`config.mk`:
```
export PLATFORM = sky130hd
export DESIGN_NAME = mode_divider
export DESIGN_NICKNAME = d
export VERILOG_FILES = /design/src/rtl/mode_divider_pkg.sv /design/src/rtl/ratio_calc.sv /design/src/rtl/count_core.sv /design/src/rtl/half_stage.sv /design/src/rtl/mode_divider.sv
export SDC_FILE = /design/constraint.sdc
export NUM_CORES = 1
export LEC_CHECK = 0
export ABC_AREA = 1
export BUFFER_PORTS_ARGS = -buffer_cell sky130_fd_sc_hd__buf_4
export CORE_MARGIN = 4
export CORE_UTILIZATION = 65
export CTS_CLUSTER_DIAMETER = 150
export DETAILED_ROUTE_END_ITERATION = 8
export PLACE_DENSITY = 0.89
export SYNTH_ARGS = -nofsm -noshare
export SYNTH_HDL_FRONTEND = slang
export SYNTH_SLANG_ARGS = --single-unit
```
`constraint.sdc`:
```
create_clock -name clk -period 4.6 [get_ports clk]
set_clock_uncertainty 0.2 [all_clocks]
set_input_delay 0.23 -clock clk [delete_from_list [all_inputs] [get_ports clk]]
set_output_delay 0.23 -clock clk [all_outputs]
set_load 0.05 [all_outputs]
```
`src/rtl/mode_divider_pkg.sv`:
```
package mode_divider_pkg;

    typedef enum logic [1:0] {
        DIV_NARROW = 2'd0,
        DIV_FULL   = 2'd1,
        DIV_DOUBLE = 2'd2
    } div_mode_e;

    typedef struct packed {
        logic dbl;
        logic sp;
    } mode_bits_t;

    function automatic div_mode_e decode_mode(input mode_bits_t b);
        if (b.dbl)
            return DIV_DOUBLE;
        else if (b.sp)
            return DIV_FULL;
        else
            return DIV_NARROW;
    endfunction

    function automatic logic is_wide(input div_mode_e m);
        return m != DIV_NARROW;
    endfunction

    // zero selects the top of the range, small values are raised to the floor
    function automatic int unsigned fit_range(input int unsigned raw,
                                              input int unsigned lo,
                                              input int unsigned hi);
        if (raw == 0)
            return hi;
        else if (raw < lo)
            return lo;
        else
            return raw;
    endfunction

endpackage

```
`src/rtl/ratio_calc.sv`:
```
module ratio_calc
    import mode_divider_pkg::*;
#(
    parameter int unsigned WORD_W     = 16,
    parameter int unsigned SHIFT      = 4,
    parameter int unsigned FULL_MIN   = 256,
    parameter int unsigned NARROW_MIN = 4,
    parameter int unsigned LEN_W      = WORD_W + 1
) (
    input  logic              clk,
    input  logic              rst,
    input  logic [WORD_W-1:0] word_i,
    input  div_mode_e         mode_i,
    output logic [LEN_W-1:0]  len_o,
    output logic              dbl_o
);
    localparam int unsigned FULL_TOP   = 1 << WORD_W;
    localparam int unsigned NARROW_TOP = 1 << (WORD_W - SHIFT);

    int unsigned raw_wide;
    int unsigned raw_narrow;
    int unsigned chosen;

    always_comb begin
        raw_wide   = 32'(word_i);
        raw_narrow = 32'(word_i >> SHIFT);
        if (is_wide(mode_i))
            chosen = fit_range(raw_wide, FULL_MIN, FULL_TOP);
        else
            chosen = fit_range(raw_narrow, NARROW_MIN, NARROW_TOP);
        len_o = LEN_W'(chosen);
        dbl_o = (mode_i == DIV_DOUBLE);
    end


    narrow_floor_chk: assert property (@(posedge clk) disable iff (rst)
        (mode_i == DIV_NARROW) |-> (32'(len_o) >= NARROW_MIN && 32'(len_o) <= NARROW_TOP));

    wide_ceiling_chk: assert property (@(posedge clk) disable iff (rst)
        (mode_i != DIV_NARROW) |-> (32'(len_o) >= FULL_MIN && 32'(len_o) <= FULL_TOP));

endmodule

```
`src/rtl/count_core.sv`:
```
module count_core #(
    parameter int unsigned LEN_W = 17
) (
    input  logic             clk,
    input  logic             rst,
    input  logic             inh_i,
    input  logic [LEN_W-1:0] nlen_i,
    input  logic             ndbl_i,
    input  logic             last_i,
    output logic             tc_o,
    output logic             dbl_w_o
);
    logic [LEN_W-1:0] cnt_q;
    logic [LEN_W-1:0] wlen_q;
    logic             wdbl_q;
    logic             take_new;

    assign tc_o     = (cnt_q == '0) && !inh_i;
    assign take_new = tc_o && last_i;
    assign dbl_w_o  = wdbl_q;

    always_ff @(posedge clk) begin
        if (rst || inh_i) begin
            wlen_q <= nlen_i;
            wdbl_q <= ndbl_i;
            cnt_q  <= nlen_i - 1'b1;
        end else if (take_new) begin
            wlen_q <= nlen_i;
            wdbl_q <= ndbl_i;
            cnt_q  <= nlen_i - 1'b1;
        end else if (tc_o) begin
            cnt_q  <= wlen_q - 1'b1;
        end else begin
            cnt_q  <= cnt_q - 1'b1;
        end
    end


    hold_len_chk: assert property (@(posedge clk) disable iff (rst)
        (!inh_i && !take_new) |=> $stable(wlen_q));

    hold_mode_chk: assert property (@(posedge clk) disable iff (rst)
        (!inh_i && !take_new) |=> $stable(wdbl_q));

    cnt_bound_chk: assert property (@(posedge clk) disable iff (rst)
        cnt_q < wlen_q);

endmodule

```
`src/rtl/half_stage.sv`:
```
module half_stage (
    input  logic clk,
    input  logic rst,
    input  logic inh_i,
    input  logic tc_i,
    input  logic dbl_w_i,
    output logic last_o,
    output logic pulse_o
);
    logic ph_q;
    logic pulse_q;

    assign last_o  = !dbl_w_i || ph_q;
    assign pulse_o = pulse_q;

    always_ff @(posedge clk) begin
        if (rst || inh_i) begin
            ph_q    <= 1'b0;
            pulse_q <= 1'b0;
        end else if (tc_i) begin
            pulse_q <= last_o;
            ph_q    <= !last_o;
        end else begin
            pulse_q <= 1'b0;
        end
    end


    quiet_inhibit_chk: assert property (@(posedge clk) disable iff (rst)
        inh_i |=> !pulse_q);

    single_pulse_chk: assert property (@(posedge clk) disable iff (rst)
        pulse_q |=> !pulse_q);

    phase_only_double_chk: assert property (@(posedge clk) disable iff (rst)
        (ph_q && !inh_i) |-> dbl_w_i);

endmodule

```
`src/rtl/mode_divider.sv`:
```
module mode_divider
    import mode_divider_pkg::*;
#(
    parameter int unsigned WORD_W     = 16,
    parameter int unsigned SHIFT      = 4,
    parameter int unsigned FULL_MIN   = 256,
    parameter int unsigned NARROW_MIN = 4
) (
    input  logic              clk,
    input  logic              rst,
    input  logic [WORD_W-1:0] div_word_i,
    input  logic              dbl_i,
    input  logic              sp_i,
    input  logic              inhibit_i,
    output logic              pulse_o
);
    localparam int unsigned LEN_W = WORD_W + 1;

    mode_bits_t       mbits;
    div_mode_e        mode;
    logic [LEN_W-1:0] next_len;
    logic             next_dbl;
    logic             tc;
    logic             dbl_w;
    logic             last;

    assign mbits = '{dbl: dbl_i, sp: sp_i};
    assign mode  = decode_mode(mbits);

    ratio_calc #(
        .WORD_W    (WORD_W),
        .SHIFT     (SHIFT),
        .FULL_MIN  (FULL_MIN),
        .NARROW_MIN(NARROW_MIN),
        .LEN_W     (LEN_W)
    ) u_ratio (
        .clk   (clk),
        .rst   (rst),
        .word_i(div_word_i),
        .mode_i(mode),
        .len_o (next_len),
        .dbl_o (next_dbl)
    );

    count_core #(
        .LEN_W(LEN_W)
    ) u_core (
        .clk    (clk),
        .rst    (rst),
        .inh_i  (inhibit_i),
        .nlen_i (next_len),
        .ndbl_i (next_dbl),
        .last_i (last),
        .tc_o   (tc),
        .dbl_w_o(dbl_w)
    );

    half_stage u_half (
        .clk    (clk),
        .rst    (rst),
        .inh_i  (inhibit_i),
        .tc_i   (tc),
        .dbl_w_i(dbl_w),
        .last_o (last),
        .pulse_o(pulse_o)
    );


    reset_quiet_chk: assert property (@(posedge clk)
        rst |=> !pulse_o);

endmodule

```
Yosys cells after proc, flatten, opt, wreduce, memory -nomap -nowiden
Index checks and enable logic that the tools add are counted.

Input bits: 21. Register bits after elaboration: 37.

Multiplexer cells: 14. Equal/unequal tests: 1. $add $sub $neg: 3. $lt $le $gt $ge: 2. Reduce and logical (&&, ||, !) cells: 13. Bitwise gates (word level): 1.

Operators with widths (count): 17-bit two-way mux (8); 17-bit by 1-bit subtractor with 17-bit output, second input constant (3); 32-bit logical NOT (1); 17-bit logical NOT (1); 16-bit logical NOT (1); 16-bit by 9-bit < comparator with 1-bit output, second input constant (1); 16-bit two-way mux (1); 12-bit by 3-bit < comparator with 1-bit output, second input constant (1); 12-bit two-way mux (1); 2-bit nonzero test (2); 1-bit logical NOT (3); 1-bit two-way mux (3); 2-bit equality test, second input constant (1); 1-bit logical AND (2); 1-bit logical OR (2); 2-bit two-way mux (1); 2-bit OR reduction (1); 1-bit NOT (1).

Longest topological paths before layout
Gate-level depths: netlist of run 1.

Depth in word-level cells: 7. Gate-level depth with buffers: 16. Mapped depth without buffers: 16.

By module
A second synthesis of run 1 with hierarchy kept.

Cell total of the unflattened synthesis: 377. Area, all modules: 2555.0 um^2.

By module, submodules not included: count_core (sequential area each 880.8 um^2, cells an instance 291, area each 2140.8 um^2, times used 1); ratio_calc (sequential area each 0.0 um^2, cells an instance 71, area each 316.6 um^2, times used 1); half_stage (sequential area each 40.0 um^2, cells an instance 13, area each 87.6 um^2, times used 1); mode_divider (sequential area each 0.0 um^2, cells an instance 2, area each 10.0 um^2, times used 1).

Least setup slack after synthesis of run 1
Ideal clock, no wire load.

Path type: flip-flop to flip-flop. Start: register u_core.cnt_q[8]. End: register u_core.cnt_q[14]. Required time: 4.287 ns. Slack: 2.483 ns. Arrival time: 1.804 ns. Stages on the path, launching flop included: 17. Clock period less this slack: 2.117 ns. Setup time: 0.113 ns. Cells stage by stage: dfxtp_1 nor2_1 nand3_1 nor2_1 buf_2 nand3_1 nand2_1 ha_1 inv_1 nor2_1 nand2_1 nor2_2 nand2_1 nand2_1 nand2_1 nand2_1 nand2_1.

Word-level cells in the longest chain between the ends: 5. Elaborated cells between the ends (all ways): 7. Those cells by class: add/sub: 1; mux: 3; reduce/logical: 3.

Ends and longest elaborated chain: start: declaration (line count_core.sv:13) `logic [LEN_W-1:0] cnt_q;`; start signal: assignment (line count_core.sv:26) `cnt_q <= nlen_i - 1'b1;`; start signal: assignment (line count_core.sv:30) `cnt_q <= nlen_i - 1'b1;`; start signal: assignment (line count_core.sv:32) `cnt_q <= wlen_q - 1'b1;`; branches (longest 3 deep; another with 17-bit by 1-bit subtractor with 17-bit output); 17-bit two-way mux * (line count_core.sv:27) `end else if (take_new) begin`; 17-bit two-way mux * (line count_core.sv:23) `if (rst || inh_i) begin`.

Mark *: on every way between the ends. A chain may end at the register's enable or synchronous reset.

Final worst setup path of run 1
Start: input port dbl_i. End: register u_core.cnt_q[14].

Word-level cells in the longest chain between the ends: 6.

Ends and longest elaborated chain: start: declaration (line mode_divider.sv:12) `input logic dbl_i,`; 2-bit two-way mux * (line mode_divider_pkg.sv:15) `if (b.dbl)`; 2-bit nonzero test * (line mode_divider_pkg.sv:24) `return m != DIV_NARROW;`; 17-bit two-way mux * (line ratio_calc.sv:27) `if (is_wide(mode_i))`; 17-bit by 1-bit subtractor with 17-bit output * (line count_core.sv:26, count_core.sv:30); 17-bit two-way mux (line count_core.sv:27); 17-bit two-way mux * (line count_core.sv:23).

Mark *: on every way between the ends. The rest lies on a longest branch, timed or not.

==> impl_metrics.json, run 1 <==
{
  "outcome": "completed",
  "cp.required_ps": 4640,
  "dpl_cell_area_mm2": 0.00286,
  "syn-cell-area_mm2": 0.00268,
  "fin_crit_sh": 0.607,
  "syn_to_final_growth_pct": 11.3,
  "yosysTopAreaCellShare": 0.202,
  "synthArstFlopShare": 0,
  "grt_pass1_wl_mm": 11.7,
  "drive_above_1_share": 0.100,
  "path_common_cell": "nand2_1",
  "die_x_um": 72.2,
  "hold_viol": 0,
  "cts_buffer_depth": 2,
  "row_count": 23,
  "maxCapViolations": 0,
  "ys_seq_elements": 37,
  "grt_max_degree": 35,
  "drc_errors": 0,
  "fp.dieH_um": 72.2,
  "synth_largest_area_cell": "edfxtp_1",
  "cts_buffers": 5,
  "grt_pass1_vias": 2559,
  "synth.distinct_cells": 28,
  "hp-class": "in -> reg",
  "num_antenna_cells": 0,
  "place.detailed.hpwl_mm": 5.17,
  "max_slew_margin": 0.526,
  "slowest_delay_ps": 560,
  "cts_sinks": 37,
  "total_power_uw": 850,
  "cp.arrival_ps": 2830,
  "final.min_clock_period_ps": 2790,
  "antenna_found_initial": 0,
  "synth_common_cells": "118 x nand2_1, 80 x nor2_1, 63 x inv_1, 54 x nand3_1, 19 x dfxtp_1",
  "dr.pass1.iters": 5,
  "synth_edf_count": 18,
  "grt-ovfl-total": 0,
  "dieArea_mm2": 0.00521,
  "ys.flop_type": "dfxtp_1",
  "crit_type": "in -> reg",
  "initial_core_util": 0.669,
  "tns_ps": 0,
  "coreArea_mm2": 0.00400,
  "synth_area_per_cell_um2": 6.16,
  "final_area_mm2": 0.00298,
  "placedCellCount": 498,
  "ir_worst_vdd_uv": 182,
  "syn_nets": 458,
  "clockRootBuffer": "clkbuf_8",
  "slew_violations": 0,
  "antenna_left": 0,
  "num_vias": 2777,
  "worst_pin_slew_ps": 709,
  "path_cells": "dlygate4sd3_1, buf_4, nor2_1, buf_4, inv_2, nand2_1, nor2_1, a21oi_1, ha_1, nand4_1, nor2_1, nand2_1, nand2_1, nand3_1, nand2_1",
  "crit_path_end_kind": "flop",
  "gp_congestion": 0.895,
  "drt_wl_total_mm": 7.02,
  "synthCells": 435,
  "num-nets-final": 481,
  "finalSetupViolations": 0,
  "port_buffers": 21,
  "rsz0062_at_grt": "no",
  "crit_slowest_cell": "dlygate4sd3_1",
  "cts_htree_levels": 2,
  "powerDensity_mw_per_mm2": 285,
  "cts_resized": 0,
  "vias_per_cell": 5.46,
  "synth.most_common_cell": "nand2_1",
  "leakage_uw": 0.00144,
  "drt_iter0_markers": 332,
  "worstPathMaxFanout": 21,
  "clock_latency_ps": 300,
  "finalNonFillerCells": 509,
  "yosysWarningCount": 0,
  "grt_usage": 0.291,
  "cts.clk_slew.worst_paths_ps": 70,
  "reg2reg_setup_slack_ps": 1990,
  "cts_tree": "yes",
  "routedWlPerCell_um": 13.8,
  "seq_area_frac_synth": 0.344,
  "max_freq_mhz": 358,
  "ys_top_cells_by_area": "edfxtp_1 20%, nand2_1 17%, dfxtp_1 14%",
  "top_level_ports": 22,
  "startpoint_type": "input pin"
}
## power by group
| part | internal (uW) | switching [uW] | total (uW) |
|---|---|---|---|
| registers | 384 | 14.1 | 398 |
| clock network | 122 | 122 | 244 |
| logic | 68.1 | 139 | 207 |
| total | 574 | 275 | 850 |
## final cells by class
cell class,instances,area (um2)
Multi-Input combinational cell,321,1450
Fill cell,344,1020
Clock buffer,8,90.1
Tap cell,50,62.6
Inverter,66,248
Timing Repair Buffer,27,210
Sequential cell,37,921
## worst max-delay path: cells and delay by family
family | cells | cell delay [ps]
compound gates | 1 | 220
fa+ha+maj | 1 | 240
buf+inv | 4 | 1030
simple gates | 9 | 1090
## cells by family (layout without fill, tap and decap cells)
kind of cell	count (synthesis)	in the layout	share of synthesized area
flops	37	37	0.344
fa+ha+maj	2	2	0.00934
mux	1	1	0.00374
compound gates	37	37	0.0729
simple gates	281	281	0.455
buf+inv	77	101	0.115
## registers in the layout (all words and copies together) (netlist names)
register / cells
u_core.cnt_q: 17
u_core.wlen_q: 17
u_core.dbl_w_o: 1
u_half.ph_q: 1
u_half.pulse_o: 1
## placed cells by master (no fill, tap or decap), types with 6 or more instances in the layout
cell | synthesis | layout
a21oi_1 | 11 | 11
buf_4 | 1 | 24
clkbuf_8 | 0 | 6
dfxtp_1 | 19 | 19
edfxtp_1 | 18 | 18
inv_1 | 63 | 63
nand2_1 | 118 | 118
nand3_1 | 54 | 54
nor2_1 | 80 | 80
nor2_2 | 6 | 6
o21ai_0 | 16 | 16
## layer usage
metal | global-route usage | up-vias | part of all wire
met5 | 0 | - | 0
met4 | 0.127 | 0 | 0.026
met3 | 0.0609 | 14 | 0.074
met2 | 0.466 | 125 | 0.47
met1 | 0.379 | 1215 | 0.43
li1 | - | 1423 | -
## stage by stage
stage               hold slack [ps]   util  setup slack, ps
global placement                202  0.715             2020
floorplan                       107      -             2480
detailed placement              206  0.715             2030
CTS                            90.9  0.745             1840
finish                          118  0.745             1810
global route                    120  0.745             1610
## repair_timing
action,CTS,global route
setup buffers,0,0
hold buffers,3,0
hold endpoints to repair,2,0
## final timing paths
path                                                from                          end  cells after the start
worst max-delay path                               dbl_i     u_core.cnt_q[14]$_DFF_P_                     15
worst max register to register  u_core.cnt_q[16]$_DFF_P_     u_core.cnt_q[14]$_DFF_P_                     17
worst min-delay path                      div_word_i[15]  u_core.wlen_q[15]$_DFFE_PP_                      3
worst min register to register  u_half.ph_q$_SDFFE_PP0N_     u_half.ph_q$_SDFFE_PP0N_                      2
Note: power is estimated with default switching activity, not from simulation.
==> run 2: changes to the inputs <==
CORE_UTILIZATION = 54   (was 65)
PLACE_DENSITY = 0.79   (was 0.89)
clock period = 2.4 ns   (was 4.6 ns; I/O delays follow)
==> run 2 against run 1 <==
Against the previous run: utilization fell by 8.2 points; global-route usage fell by 5.7 points; sequential share of layout area fell by 1.7 points; die area rose by 18%; register-to-register slack got worse by 1900 ps; first-iteration DRC count fell by 31%; flip-flop and latch count did not move; sequential power rose by 92%; clock power rose by 130%; final area rose by 5.8%; largest cell class unchanged.
==> impl_metrics.json, run 2 (synthesized netlist as in run 1, its figures left out) <==
{
  "drt_iter0_markers": 228,
  "cts_buffers": 5,
  "place.detailed.hpwl_mm": 5.43,
  "routedWlPerCell_um": 12.6,
  "drc_errors": 0,
  "crit_type": "reg -> reg",
  "cts_sinks": 37,
  "final_cell_mix": "118 x nand2_1, 77 x nor2_1, 63 x inv_1, 54 x nand3_1, 33 x buf_4",
  "clock_latency_ps": 290,
  "drive_above_1_share": 0.130,
  "total_power_uw": 1740,
  "coreArea_mm2": 0.00475,
  "finalSetupViolations": 0,
  "syn_to_final_growth_pct": 17.7,
  "slowest_delay_ps": 320,
  "cp.required_ps": 2380,
  "gp_congestion": 0.910,
  "crit_buf_inv": 1,
  "num_vias": 2767,
  "cts_htree_levels": 2,
  "powerDensity_mw_per_mm2": 552,
  "outcome": "completed",
  "ir_worst_vdd_uv": 262,
  "leakage_uw": 0.00151,
  "crit_path_end_kind": "flop",
  "worstPathMaxFanout": 7,
  "die_x_um": 78.4,
  "grt_max_degree": 27,
  "vias_per_cell": 5.15,
  "grt_pass1_wl_mm": 11.3,
  "num-nets-final": 492,
  "antenna_left": 0,
  "worst_pin_slew_ps": 492,
  "fp.dieH_um": 78.4,
  "crit_slowest_cell": "dfxtp_1",
  "tns_ps": 0,
  "startpoint_type": "flop",
  "path_cells": "nor2_1, nand3_1, nor2_4, nand3b_1, nand2_1, ha_1, inv_1, nor2_1, nand2_1, nor2_4, nand3_1, nand3_1, o21ai_1",
  "dieArea_mm2": 0.00615,
  "grt_usage": 0.234,
  "drt_wl_total_mm": 6.77,
  "clockRootBuffer": "clkbuf_8",
  "slew_violations": 0,
  "hold_viol": 0,
  "row_count": 25,
  "cts_buffer_depth": 2,
  "dr.pass1.iters": 5,
  "hp-class": "in -> reg",
  "final.min_clock_period_ps": 2260,
  "initial_core_util": 0.563,
  "fin_crit_sh": 0.942,
  "maxCapViolations": 0,
  "max_slew_margin": 0.670,
  "cts.clk_slew.worst_paths_ps": 80,
  "max_freq_mhz": 442,
  "final_common_cell": "nand2_1",
  "hold_slack_ps": 17.9,
  "port_buffers": 21,
  "antenna_found_initial": 0,
  "cp.arrival_ps": 2240,
  "grt-ovfl-total": 0,
  "finalNonFillerCells": 537,
  "reg_top3": "u_core.cnt_q (17), u_core.wlen_q (17)",
  "placedCellCount": 525,
  "path_common_cell": "nand3_1",
  "critPathTopFamily": "simple AND/OR/NAND/NOR gates",
  "grt_pass1_vias": 2485,
  "top_level_ports": 22,
  "cts_tree": "yes",
  "utilization": 0.663,
  "num_antenna_cells": 0
}
==> run 2: cell types whose count changed in the layout (fill, tap and decap cells not counted) <==
cell	change
nor2_4	+3
nor2_1	-3
bufinv_16	+1
clkbuf_1	-2
buf_12	+1
buf_4	+9
clkinvlp_4	+1
dlygate4sd3_1	+1
==> run 2: layout make-up <==
class / count / area (um2)
Multi-Input combinational cell: 321 / 1470
Sequential cell: 37 / 921
Fill cell: 457 / 1600
Tap cell: 67 / 83.8
Clock inverter: 2 / 37.5
Clock buffer: 6 / 82.6
Inverter: 66 / 248
Timing Repair Buffer: 38 / 308
==> run 2: timing repair <==
action	CTS	global route
endpoints found under the setup margin	0	9
endpoints found under the hold margin	3	0
hold buffers	4	0
gates resized for setup	0	6
setup buffers	0	0
==> run 2: through the flow <==
stage | cell area [um2] | setup slack (ps)
global route | 3150 | -19.6
CTS | 3130 | 63.6
finish | 3150 | 139
global placement | 2970 | 107
floorplan | 2680 | 283
detailed placement | 2970 | 72.3
==> run 2: report_power, final <==
part	internal [uW]	switching (uW)	leakage (uW)
Combinational	143	268	0.00111
Sequential	736	28.5	0.000345
Clock	338	228	0.0000574
Total	1220	524	0.00151
==> run 2: layer usage <==
layer  wire length, um  up-vias  global-route usage
li1                  -     1442                   -
met1              2960     1234               0.313
met2              3220       78               0.388
met3               447       13              0.0333
met4               140        0              0.0787
met5                 0        -                   0
==> run 2: path summary, 6_finish.rpt <==
path	start	to	slack [ps]	cells past startpoint
worst min-delay path	div_word_i[14]	u_core.wlen_q[14]$_DFFE_PP_	20	3
worst max register to register	u_core.cnt_q[3]$_DFF_P_	u_core.cnt_q[12]$_DFF_P_	140	13
worst max-delay path	u_core.cnt_q[3]$_DFF_P_	u_core.cnt_q[12]$_DFF_P_	140	13
worst min register to register	u_half.ph_q$_SDFFE_PP0N_	u_half.ph_q$_SDFFE_PP0N_	260	2
==> run 2: worst min-delay path, delay by kind of cell <==
family | cells | cell delay [ps]
buffers and inverters | 2 | 200
AND/OR/NAND/NOR | 1 | 80
==> run 3: changes to the inputs <==
CTS_BUF_LIST = sky130_fd_sc_hd__clkbuf_16   (was default)
==> run 3 against run 2 <==
Against the previous run: setup slack worse by 71 ps; die area unchanged; critical path depth unchanged; non-clock buffer count up 1; critical endpoint is now u_core.cnt_q[8]$_DFF_P_; utilization up 1.3 points; combinational power up 3%; register-to-register slack worse by 70 ps; sequential power about the same; clock power up 30%.
==> impl_metrics.json, run 3 (synthesized netlist as in run 1, its figures left out) <==
{
  "outcome": "completed",
  "cts_sinks": 37,
  "min-delay-start": "div_word_i[14]",
  "cts_buffer_depth": 2,
  "leakage_uw": 0.00154,
  "num_antenna_cells": 0,
  "syn_to_final_growth_pct": 20.0,
  "ir_worst_vdd_uv": 295,
  "cts_tree": "yes",
  "coreArea_mm2": 0.00475,
  "vias_per_cell": 5.30,
  "final_area_mm2": 0.00321,
  "fin_crit_sh": 0.972,
  "grt_pass1_wl_mm": 11.6,
  "fp.dieH_um": 78.4,
  "top_level_ports": 22,
  "dieArea_mm2": 0.00615,
  "worst_pin_slew_ps": 498,
  "max_freq_mhz": 429,
  "die_x_um": 78.4,
  "maxCapViolations": 0,
  "port_buffers": 21,
  "startpoint_type": "flop",
  "gp_congestion": 0.910,
  "worstPathMaxFanout": 5,
  "reg2reg_from": "u_core.cnt_q[12]$_DFF_P_",
  "placedCellCount": 525,
  "grt_max_degree": 27,
  "num-nets-final": 493,
  "crit_start": "u_core.cnt_q[12]$_DFF_P_",
  "cp.arrival_ps": 2300,
  "cts_htree_levels": 2,
  "place.detailed.hpwl_mm": 5.43,
  "crit_path_end_kind": "flop",
  "antenna_found_initial": 0,
  "cts.clk_slew.worst_paths_ps": 50,
  "max_slew_margin": 0.668,
  "hold_viol": 0,
  "final.min_clock_period_ps": 2330,
  "final_common_cell": "nand2_1",
  "clockRootBuffer": "clkbuf_16",
  "grt_pass1_vias": 2521,
  "drive_above_1_share": 0.138,
  "finalSetupViolations": 0,
  "slew_violations": 0,
  "antenna_left": 0,
  "finalNonFillerCells": 538,
  "dpl_cell_area_mm2": 0.00297,
  "hp-class": "in -> reg",
  "final_cell_mix": "116 x nand2_1, 77 x nor2_1, 63 x inv_1, 54 x nand3_1, 35 x buf_4",
  "num_vias": 2850,
  "grt_usage": 0.240,
  "powerDensity_mw_per_mm2": 598,
  "total_power_uw": 1920,
  "drc_errors": 0,
  "cp.required_ps": 2370,
  "rsz0062_at_grt": "yes",
  "dr.pass1.iters": 5,
  "crit_type": "reg -> reg",
  "initial_core_util": 0.563,
  "routedWlPerCell_um": 13.0,
  "clock_latency_ps": 280,
  "drt_wl_total_mm": 6.98,
  "drt_iter0_markers": 231,
  "hold_slack_ps": 33.8,
  "row_count": 25,
  "grt-ovfl-total": 0,
  "reg_top3": "u_core.cnt_q (17), u_core.wlen_q (17)",
  "cts_buffers": 5
}
[run 3: cell types whose count changed in the layout (fill, tap and decap cells not counted), sizes merged]
cell,previous run,this run
buf,34,36
clkbuf,6,5
clkinv,0,1
dlygate4sd3,4,3
[run 3: per-stage QoR]
stage / util / worst slack, ps / TNS, ps
2_1_floorplan: - / 283 / 0
3_3_place_gp: 0.624 / 107 / 0
3_5_place_dp: 0.624 / 72.3 / 0
4_1_cts: 0.666 / 3.49 / 0
5_1_grt: 0.676 / -176 / -570
6_report: 0.676 / 67.4 / 0
[run 3: critical path: stages, from the launching register on]
cell and delay [ps]:
dfxtp_1 320, nor2_1 110, nand3_1 150, nor2_4 190, nand3_1 100, nand2_1 110, ha_2 190, inv_1 50
nor2_1 140, nand2_2 150, nor2_4 160, o21ai_0 90, o21ai_0 190, inv_1 60
[run 3: metal layers]
layer  wire, um  track usage
met1       3060        0.315
met2       3250        0.384
met3        492       0.0470
met4        181       0.0997
met5          0            0
[run 3: worst paths after layout]
kind	slack [ps]	to	depth (start not counted)
max	70	u_core.cnt_q[8]$_DFF_P_	13
min	30	u_core.wlen_q[14]$_DFFE_PP_	3
max reg2reg	70	u_core.cnt_q[8]$_DFF_P_	13
min reg2reg	260	u_half.ph_q$_SDFFE_PP0N_	2
[run 3: repair_timing]
action,CTS,global route
gates resized for setup,0,10
setup buffers,0,2
hold endpoints to repair,2,0
hold buffers,3,0
setup endpoints to repair,0,12
[run 3: cell type report]
class                      instances  area (um2)
inverter                          66         248
clock inverter                     3        41.3
multi-input combinational        321        1480
clock buffer                       5         125
timing repair buffer              39         313
tap                               67        83.8
sequential                        37         921
fill                             441        1540
[run 3: power breakdown]
part	leakage (uW)	switching (uW)	total (uW)	internal [uW]
Sequential	0.000345	28.9	766	737
Clock	0.0000775	248	733	486
Combinational	0.00111	278	425	147
Total	0.00154	554	1920	1370
